`src/rtl/berr_pkg.sv`:
```
// Package berr_pkg
// Holds the types shared by the bus error cause register modules.
// Assumes at most one address window is hit per cycle.
package berr_pkg;

    // One flag for each kind of decoded access in the current cycle.
    typedef struct packed {
        logic probe;     // any access to the probe word
        logic probe_rd;  // read of the probe word
        logic fpa_rd;    // read of the absent accelerator word
        logic stat_rd;   // read of the status word
        logic stat_wr;   // write of the status word
    } berr_hit_t;

endpackage

```
`src/rtl/berr_decode.sv`:
```
// Module berr_decode
// Compares the access address, word aligned, against the three windows
// and flags what kind of access is on the bus this cycle.
// Assumes the three window addresses are distinct words. Purely combinational.
module berr_decode
    import berr_pkg::*;
#(
    parameter int          ADDR_W      = 32,
    parameter logic [31:0] PROBE_ADDR  = 32'h4000_0000,
    parameter logic [31:0] FPA_ADDR    = 32'h5C00_0F14,
    parameter logic [31:0] STATUS_ADDR = 32'h6100_0400
) (
    input  logic              req_valid,
    input  logic              req_write,
    input  logic [ADDR_W-1:0] req_addr,
    output berr_hit_t         hit_o
);
    localparam int WORD_LSB = 2;

    logic at_probe, at_fpa, at_status;

    // Word compare of the incoming address against each window.
    always_comb begin
        at_probe  = req_addr[ADDR_W-1:WORD_LSB] == PROBE_ADDR[ADDR_W-1:WORD_LSB];
        at_fpa    = req_addr[ADDR_W-1:WORD_LSB] == FPA_ADDR[ADDR_W-1:WORD_LSB];
        at_status = req_addr[ADDR_W-1:WORD_LSB] == STATUS_ADDR[ADDR_W-1:WORD_LSB];
    end

    // Qualify the matches with the valid strobe and the direction.
    always_comb begin
        hit_o.probe    = req_valid && at_probe;
        hit_o.probe_rd = req_valid && at_probe && !req_write;
        hit_o.fpa_rd   = req_valid && at_fpa && !req_write;
        hit_o.stat_rd  = req_valid && at_status && !req_write;
        hit_o.stat_wr  = req_valid && at_status && req_write;
    end
endmodule

```
`src/rtl/berr_cause_reg.sv`:
```
// Module berr_cause_reg
// The status register. A trigger registers its cause bits into a pending
// vector. On the next edge they are ORed into the register, after any
// read-clear or byte-lane write of that same edge, so a new cause always
// survives a simultaneous clear.
// Assumes DATA_W is a multiple of 8 and the cause bit positions lie within it.
module berr_cause_reg
    import berr_pkg::*;
#(
    parameter int DATA_W    = 32,
    parameter int PROBE_BIT = 29,
    parameter int FPA_BIT   = 26
) (
    input  logic              clk,
    input  logic              rst_n,
    input  berr_hit_t         hit_i,
    input  logic [DATA_W-1:0] wdata_i,
    input  logic [DATA_W/8-1:0] be_i,
    output logic [DATA_W-1:0] status_o
);
    localparam int NLANE = DATA_W / 8;

    logic [DATA_W-1:0] status_q;
    logic [DATA_W-1:0] pend_q;
    logic [DATA_W-1:0] set_vec;
    logic [DATA_W-1:0] merged;
    logic [DATA_W-1:0] base;

    // Cause bits requested by this cycle's access.
    always_comb begin
        set_vec = '0;
        set_vec[PROBE_BIT] = hit_i.probe;
        set_vec[FPA_BIT]   = hit_i.fpa_rd;
    end

    // Byte-lane merge of write data into the held value.
    for (genvar g = 0; g < NLANE; g++) begin : g_lane
        assign merged[8*g +: 8] = be_i[g] ? wdata_i[8*g +: 8] : status_q[8*g +: 8];
    end

    // Software's effect on the register before the pending causes are added.
    always_comb begin
        if (hit_i.stat_rd)
            base = '0;
        else if (hit_i.stat_wr)
            base = merged;
        else
            base = status_q;
    end

    // Pending stage: hold one cycle of new causes.
    always_ff @(posedge clk) begin
        if (!rst_n) pend_q <= '0;
        else        pend_q <= set_vec;
    end

    // Register update: software effect, then OR in pending causes.
    always_ff @(posedge clk) begin
        if (!rst_n) status_q <= '0;
        else        status_q <= base | pend_q;
    end

    assign status_o = status_q;

    AST_PEND_SURVIVES: assert property (@(posedge clk) disable iff (!rst_n)
        (pend_q != '0) |=> ((status_q & $past(pend_q)) == $past(pend_q)));
    AST_READ_CLEARS: assert property (@(posedge clk) disable iff (!rst_n)
        (hit_i.stat_rd && pend_q == '0) |=> (status_q == '0));
    AST_HOLD_IDLE: assert property (@(posedge clk) disable iff (!rst_n)
        (!hit_i.stat_rd && !hit_i.stat_wr && pend_q == '0) |=> $stable(status_q));
endmodule

```
`src/rtl/berr_resp.sv`:
```
// Module berr_resp
// Produces the registered bus error strobe and the read response. A
// triggering read returns all ones. A status read returns the register as
// it stood before this edge. Other reads get no response.
// Assumes at most one window is hit per cycle.
module berr_resp
    import berr_pkg::*;
#(
    parameter int DATA_W = 32
) (
    input  logic              clk,
    input  logic              rst_n,
    input  berr_hit_t         hit_i,
    input  logic [DATA_W-1:0] status_i,
    output logic              berr_o,
    output logic              rvalid_o,
    output logic [DATA_W-1:0] rdata_o
);
    logic              berr_q;
    logic              rvalid_q;
    logic [DATA_W-1:0] rdata_q;
    logic              trig;
    logic              trig_rd;

    // Classify the access for the response.
    always_comb begin
        trig    = hit_i.probe || hit_i.fpa_rd;
        trig_rd = hit_i.probe_rd || hit_i.fpa_rd;
    end

    // One-cycle strobe for each triggering access.
    always_ff @(posedge clk) begin
        if (!rst_n) berr_q <= 1'b0;
        else        berr_q <= trig;
    end

    // Read response: all ones on a trigger, the register on a status read.
    always_ff @(posedge clk) begin
        if (!rst_n) begin
            rvalid_q <= 1'b0;
            rdata_q  <= '0;
        end else begin
            rvalid_q <= trig_rd || hit_i.stat_rd;
            if (trig_rd)
                rdata_q <= '1;
            else if (hit_i.stat_rd)
                rdata_q <= status_i;
            else
                rdata_q <= '0;
        end
    end

    assign berr_o   = berr_q;
    assign rvalid_o = rvalid_q;
    assign rdata_o  = rdata_q;

    AST_BERR_HAS_CAUSE: assert property (@(posedge clk) disable iff (!rst_n)
        berr_q |-> $past(hit_i.probe || hit_i.fpa_rd));
    AST_TRIG_READ_ONES: assert property (@(posedge clk) disable iff (!rst_n)
        (berr_q && rvalid_q) |-> (rdata_q == '1));
endmodule

```
`src/rtl/berr_status_unit.sv`:
```
// Module berr_status_unit
// Top of the bus error cause register. It joins the address decode, the
// status register and the response stage.
// Assumes a single-cycle bus where every access is presented for one cycle
// with req_valid high.
module berr_status_unit
    import berr_pkg::*;
#(
    parameter int          ADDR_W      = 32,
    parameter int          DATA_W      = 32,
    parameter logic [31:0] PROBE_ADDR  = 32'h4000_0000,
    parameter logic [31:0] FPA_ADDR    = 32'h5C00_0F14,
    parameter logic [31:0] STATUS_ADDR = 32'h6100_0400,
    parameter int          PROBE_BIT   = 29,
    parameter int          FPA_BIT     = 26
) (
    input  logic              clk,
    input  logic              rst_n,
    input  logic              req_valid,
    input  logic              req_write,
    input  logic [ADDR_W-1:0] req_addr,
    input  logic [DATA_W-1:0] req_wdata,
    input  logic [DATA_W/8-1:0] req_be,
    output logic              berr_o,
    output logic              rsp_valid,
    output logic [DATA_W-1:0] rsp_rdata
);
    berr_hit_t         hit;
    logic [DATA_W-1:0] status;

    berr_decode #(
        .ADDR_W(ADDR_W), .PROBE_ADDR(PROBE_ADDR),
        .FPA_ADDR(FPA_ADDR), .STATUS_ADDR(STATUS_ADDR)
    ) u_decode (
        .req_valid(req_valid), .req_write(req_write),
        .req_addr(req_addr), .hit_o(hit)
    );

    berr_cause_reg #(
        .DATA_W(DATA_W), .PROBE_BIT(PROBE_BIT), .FPA_BIT(FPA_BIT)
    ) u_cause (
        .clk(clk), .rst_n(rst_n), .hit_i(hit),
        .wdata_i(req_wdata), .be_i(req_be), .status_o(status)
    );

    berr_resp #(.DATA_W(DATA_W)) u_resp (
        .clk(clk), .rst_n(rst_n), .hit_i(hit), .status_i(status),
        .berr_o(berr_o), .rvalid_o(rsp_valid), .rdata_o(rsp_rdata)
    );
endmodule

```
`config.mk`:
```
export PLATFORM = sky130hd
export DESIGN_NAME = berr_status_unit
export DESIGN_NICKNAME = d
export VERILOG_FILES = /design/src/rtl/berr_pkg.sv /design/src/rtl/berr_decode.sv /design/src/rtl/berr_cause_reg.sv /design/src/rtl/berr_resp.sv /design/src/rtl/berr_status_unit.sv
export SDC_FILE = /design/constraint.sdc
export NUM_CORES = 1
export LEC_CHECK = 0
export CORE_MARGIN = 1.5
export CORE_UTILIZATION = 40
export CTS_CLUSTER_SIZE = 12
export DETAILED_ROUTE_END_ITERATION = 6
export PLACE_DENSITY = 0.72
export SYNTH_ARGS = -nofsm -noshare
export SYNTH_HDL_FRONTEND = slang
export SYNTH_SLANG_ARGS = --single-unit
```
`constraint.sdc`:
```
create_clock -name clk -period 2.7 [get_ports clk]
set_input_delay 0.405 -clock clk [delete_from_list [all_inputs] [get_ports clk]]
set_output_delay 0.405 -clock clk [all_outputs]
set_load 0.05 [all_outputs]
```
# Yosys cells after proc, flatten, opt, wreduce, memory -nomap -nowiden
# Index checks and enable logic that the tools add are counted.
# totals
register_bits	98
in_bits	72
wordCells	29
# op_classes
eq_ne	3
mux	8
n_bitwise	1
n_reduce_logical	11
# ops
operator	n
$mux W32	4
$eq A30 B29 Y1 const B	3
$mux W8	4
$or A32 B32 Y32	1
$logic_and A1 B1 Y1	7
$logic_or A1 B1 Y1	3
$logic_not A1 Y1	1

# Logic depth before layout (Yosys ltp)
# depth
depth_word	6
ltp_mapped	7
mapped_depth_nobuf	5

# Cells and area by module
# Synthesis repeated with hierarchy kept, for this count alone.
# hier_totals
cells_unflattened	284
hier_area_um2	2711.4
# by_module_without_submodules
module	n_inst	cells_each	area_each_um2	seq_area_each_um2
berr_resp	1	111	1275.0	680.7
berr_cause_reg	1	148	1234.9	680.7
berr_decode	1	25	201.4	0.0

# Worst setup path before layout
# OpenSTA, ideal clock, no wires.
# synth_timing
path_kind	input -> register
from	in req_addr[15]
to	reg u_cause.status_q[0], in the netlist u_cause.status_o[0]
setup_time_ps	121
t_arrival_ps	1877
required_ps	2579
slack_ps	702
stages	5
path_buffers	0
path_cell_list	nor4_4 nand4_4 nor4_4 mux2i_1 nor2_2
# synth_via
elab_chain_cells	6
# synth_rtl
element	line	source
start: declaration	berr_status_unit.sv:21	input logic [ADDR_W-1:0] req_addr,
$eq A30 B29 Y1 *	berr_decode.sv:26	at_status = req_addr[ADDR_W-1:WORD_LSB] == STATUS_ADDR[ADDR_W-1:WORD_LSB];
$logic_and A1 B1 Y1 *	berr_decode.sv:34, berr_decode.sv:35	
$logic_and A1 B1 Y1	berr_decode.sv:35	hit_o.stat_wr = req_valid && at_status && req_write;
$mux W32	berr_cause_reg.sv:45	else if (hit_i.stat_wr)
$mux W32 *	berr_cause_reg.sv:43	if (hit_i.stat_rd)
$or A32 B32 Y32 *	berr_cause_reg.sv:60	else status_q <= base | pend_q;
end signal: assignment	berr_cause_reg.sv:60	
end: declaration	berr_cause_reg.sv:23	logic [DATA_W-1:0] status_q;
# Every way passes the cells marked *; elsewhere a longest branch is shown, timed or not.
# A chain may end at the register's enable or synchronous reset.

# Worst setup path in the final report
# layout_timing
from	in req_addr[9]
to	reg u_cause.status_q[25], in the netlist u_cause.status_o[25]
# The elaborated chain is that of the path after synthesis.

==> impl_metrics.py <==
metrics = {
    "status": {
        "outcome": "complete, but fails checks",
        "violations": "DRC",
    },
    "cells_and_area": {
        "num_antenna_cells": 0,
        "seq_area_mm2": 0.00136,
        "fin_cells": 449,
        "area_growth_pct": 51.3,
        "fillers": 549,
        "finalNetCount": 439,
        "post-route-util": 0.634,
        "multi_input_area_mm2": 0.00128,
        "drive_gt1_frac": 0.183,
    },
    "grt": {
        "grt_max_degree": 24,
        "antenna_found_initial": 0,
        "grt_pass1_vias": 2195,
        "grt_usage": 0.176,
        "grt_first_pass_wirelength_mm": 10.1,
        "grt_remaining_overflow": 0,
    },
    "sta": {
        "fmax_mhz": 459,
        "setup_violations": 0,
        "rsz0062_at_grt": "false",
        "slew_headroom": 0.639,
        "period_needed_ns": 2.18,
        "fin_worst_skew_ns": 0.00478,
        "fin_crit_sh": 0.807,
        "fin_setup_tns_ns": 0,
        "worst_pin_slew_ns": 0.540,
        "slew_violations": 0,
        "hold_violations": 0,
    },
    "synth": {
        "syn_area_mm2": 0.00269,
        "synth_nets": 327,
        "synth_warnings": 0,
        "yosysTopAreaCell": "dfxtp_1",
        "avgSynthCellArea_um2": 10.6,
        "ys_seq_area_frac": 0.506,
        "synth.top_cell.area_share": 0.506,
        "syn_inst": 255,
        "synth_seq_cells": 68,
        "synth_cell_type_count": 30,
        "synth_area_leaders": "dfxtp_1 51%, mux2i_1 11%, a21boi_0 6.7%",
    },
    "route": {
        "dr_total_vias": 2152,
        "vias_per_cell": 4.79,
        "drc": 8,
        "wire_per_inst_um": 13.5,
        "ant_nets": 0,
        "drt-total-wl_mm": 6.07,
        "drt_first_pass_iters": 6,
        "drt_iter0_drc": 54,
    },
    "setup_path": {
        "critPathMaxStageDelay_ns": 0.44,
        "cpMaxStageDelayCell": "clkdlybuf4s50_1",
        "path_cells": "clkdlybuf4s50_1 > nor4_2 > nand4_1 > nor4_4 > nand2b_2 > buf_4 > nor2_1",
        "worstPathRequired_ns": 2.92,
        "crit_fanout": 14,
        "path_class": "input pin to register",
        "critPathCaptureType": "register",
        "critPathArrivalTime_ns": 2.40,
        "cp-start-kind": "input pin",
        "crit_family": "simple AND/OR/NAND/NOR gates",
        "path_buf_inv": 2,
    },
    "floorplanning": {
        "initial_core_util": 0.419,
        "die_h_um": 85.0,
        "ios": 106,
        "fp.dieArea_mm2": 0.00723,
        "row_count": 29,
        "fp.dieW_um": 85.0,
        "core_area_mm2": 0.00642,
    },
    "placement": {
        "dp_cells": 433,
        "place.gp.congestion": 0.722,
        "port_buffers": 103,
        "dp_hpwl_mm": 4.36,
    },
    "power": {
        "power_mw": 1.97,
        "leakagePower_nw": 1.42,
        "power_density_mw_per_mm2": 483,
        "ir_drop_v": 0.000317,
    },
    "clock_network": {
        "clkTransAtPathRegs_ns": 0.07,
        "htreeDepth": 3,
        "hold_buffers": 0,
        "clock_latency_ns": 0.33,
        "postCtsSetupBuffers": 0,
        "root_buffer": "clkbuf_8",
        "clock-sinks": 68,
        "cts_resized": 0,
        "cts_made_buffers": 9,
        "ctsLongestPathBuffers": 2,
        "cts_tree": "yes",
    },
    "worst_hold_path": {
        "hold_path_class": "register to register",
    },
    "flow_run": {
        "maxCapViolCount": 0,
    },
}
## through the flow
stage	area [um^2]	setup WS, ns	hold WS (ns)
after global placement	3880	0.174	0.445
after floorplan	2690	0.702	0.434
after detailed placement	3880	0.160	0.445
after global routing	4070	0.337	0.464
final	4070	0.520	0.457
after CTS	4070	0.499	0.455
## registers in the layout (all words and copies together) (netlist names)
| register | cells |
|---|---|
| u_cause.pend_q | 2 |
| u_resp.berr_o | 1 |
| u_cause.status_o | 32 |
| u_resp.rvalid_o | 1 |
| u_resp.rdata_o | 32 |
## power breakdown
part,leakage (nW),switching (mW),internal [mW],total [mW]
Combinational,0.772,0.0535,0.108,0.162
Sequential,0.547,0.000000000151,1.00,1.00
Clock,0.100,0.354,0.451,0.805
## Yosys cell counts
master / number
dfxtp_1: 68
nand2_1: 39
mux2i_1: 30
a21boi_0: 24
nor2_2: 24
nor2_1: 10
a21boi_1: 9
clkbuf_1: 8
buf_2: 6
nor4_4: 6
nand4_1: 3
nor4_2: 3
a21oi_1: 2
and2_1: 2
inv_1: 2
nand2b_1: 2
nand4_4: 2
nor3_1: 2
o311a_1: 2
a31oi_1: 1
and3_1: 1
and4b_1: 1
and4bb_2: 1
mux2_2: 1
nand3_1: 1
nand3_2: 1
nor3_2: 1
nor4_1: 1
or2_2: 1
or3_1: 1
## metal layers
metal	vias up	routed length (um)	GRT usage
met5	-	0	0
met4	0	55	0.0581
met3	5	463	0.0593
met2	70	2810	0.285
met1	974	2740	0.222
li1	1103	-	-
## worst paths after layout
kind	start	endpoint	slack, ns	cells after the start
max	req_addr[9]	u_cause.status_o[25]	0.52	7
min	u_cause.status_o[30]	u_resp.rdata_o[30]	0.46	2
max reg2reg	u_cause.status_o[26]	u_cause.status_o[26]	1.67	4
min reg2reg	u_cause.status_o[30]	u_resp.rdata_o[30]	0.46	2
## cell families (layout without fill, tap and decap cells)
| group | count (synthesis) | count (layout) | share of synthesized area |
|---|---|---|---|
| AO/OA/AOI/OAI | 38 | 38 | 0.105 |
| buffers and inverters | 16 | 133 | 0.0251 |
| flip-flops | 68 | 68 | 0.506 |
| multiplexers | 31 | 31 | 0.116 |
| AND/OR/NAND/NOR | 102 | 102 | 0.248 |
## area by class of cell
class / instances / area share
clock buffer: 12 / 0.0356
inverter: 2 / 0.00184
clock inverter: 4 / 0.0120
timing repair buffer: 115 / 0.278
multi-input combinational: 171 / 0.314
sequential: 68 / 0.334
tap: 77 / 0.0236
## layout by cell type, fill, tap and decap left out, types with 9 or more instances in the layout
cell type and instances:
clkbuf_8 10, buf_4 11, nor2_1 10, nor2_2 24, a21boi_0 24, dfxtp_1 68
a21boi_1 9, mux2i_1 30, nand2_1 39, clkdlybuf4s50_1 103
## worst reg2reg max path, delay by kind of cell, from the launching register on
family	cells	cell delay, ns
flip-flops	1	0.32
AO/OA/AOI/OAI	2	0.27
multiplexers	1	0.26
AND/OR/NAND/NOR	1	0.07
(Power assumes the default switching activity.)
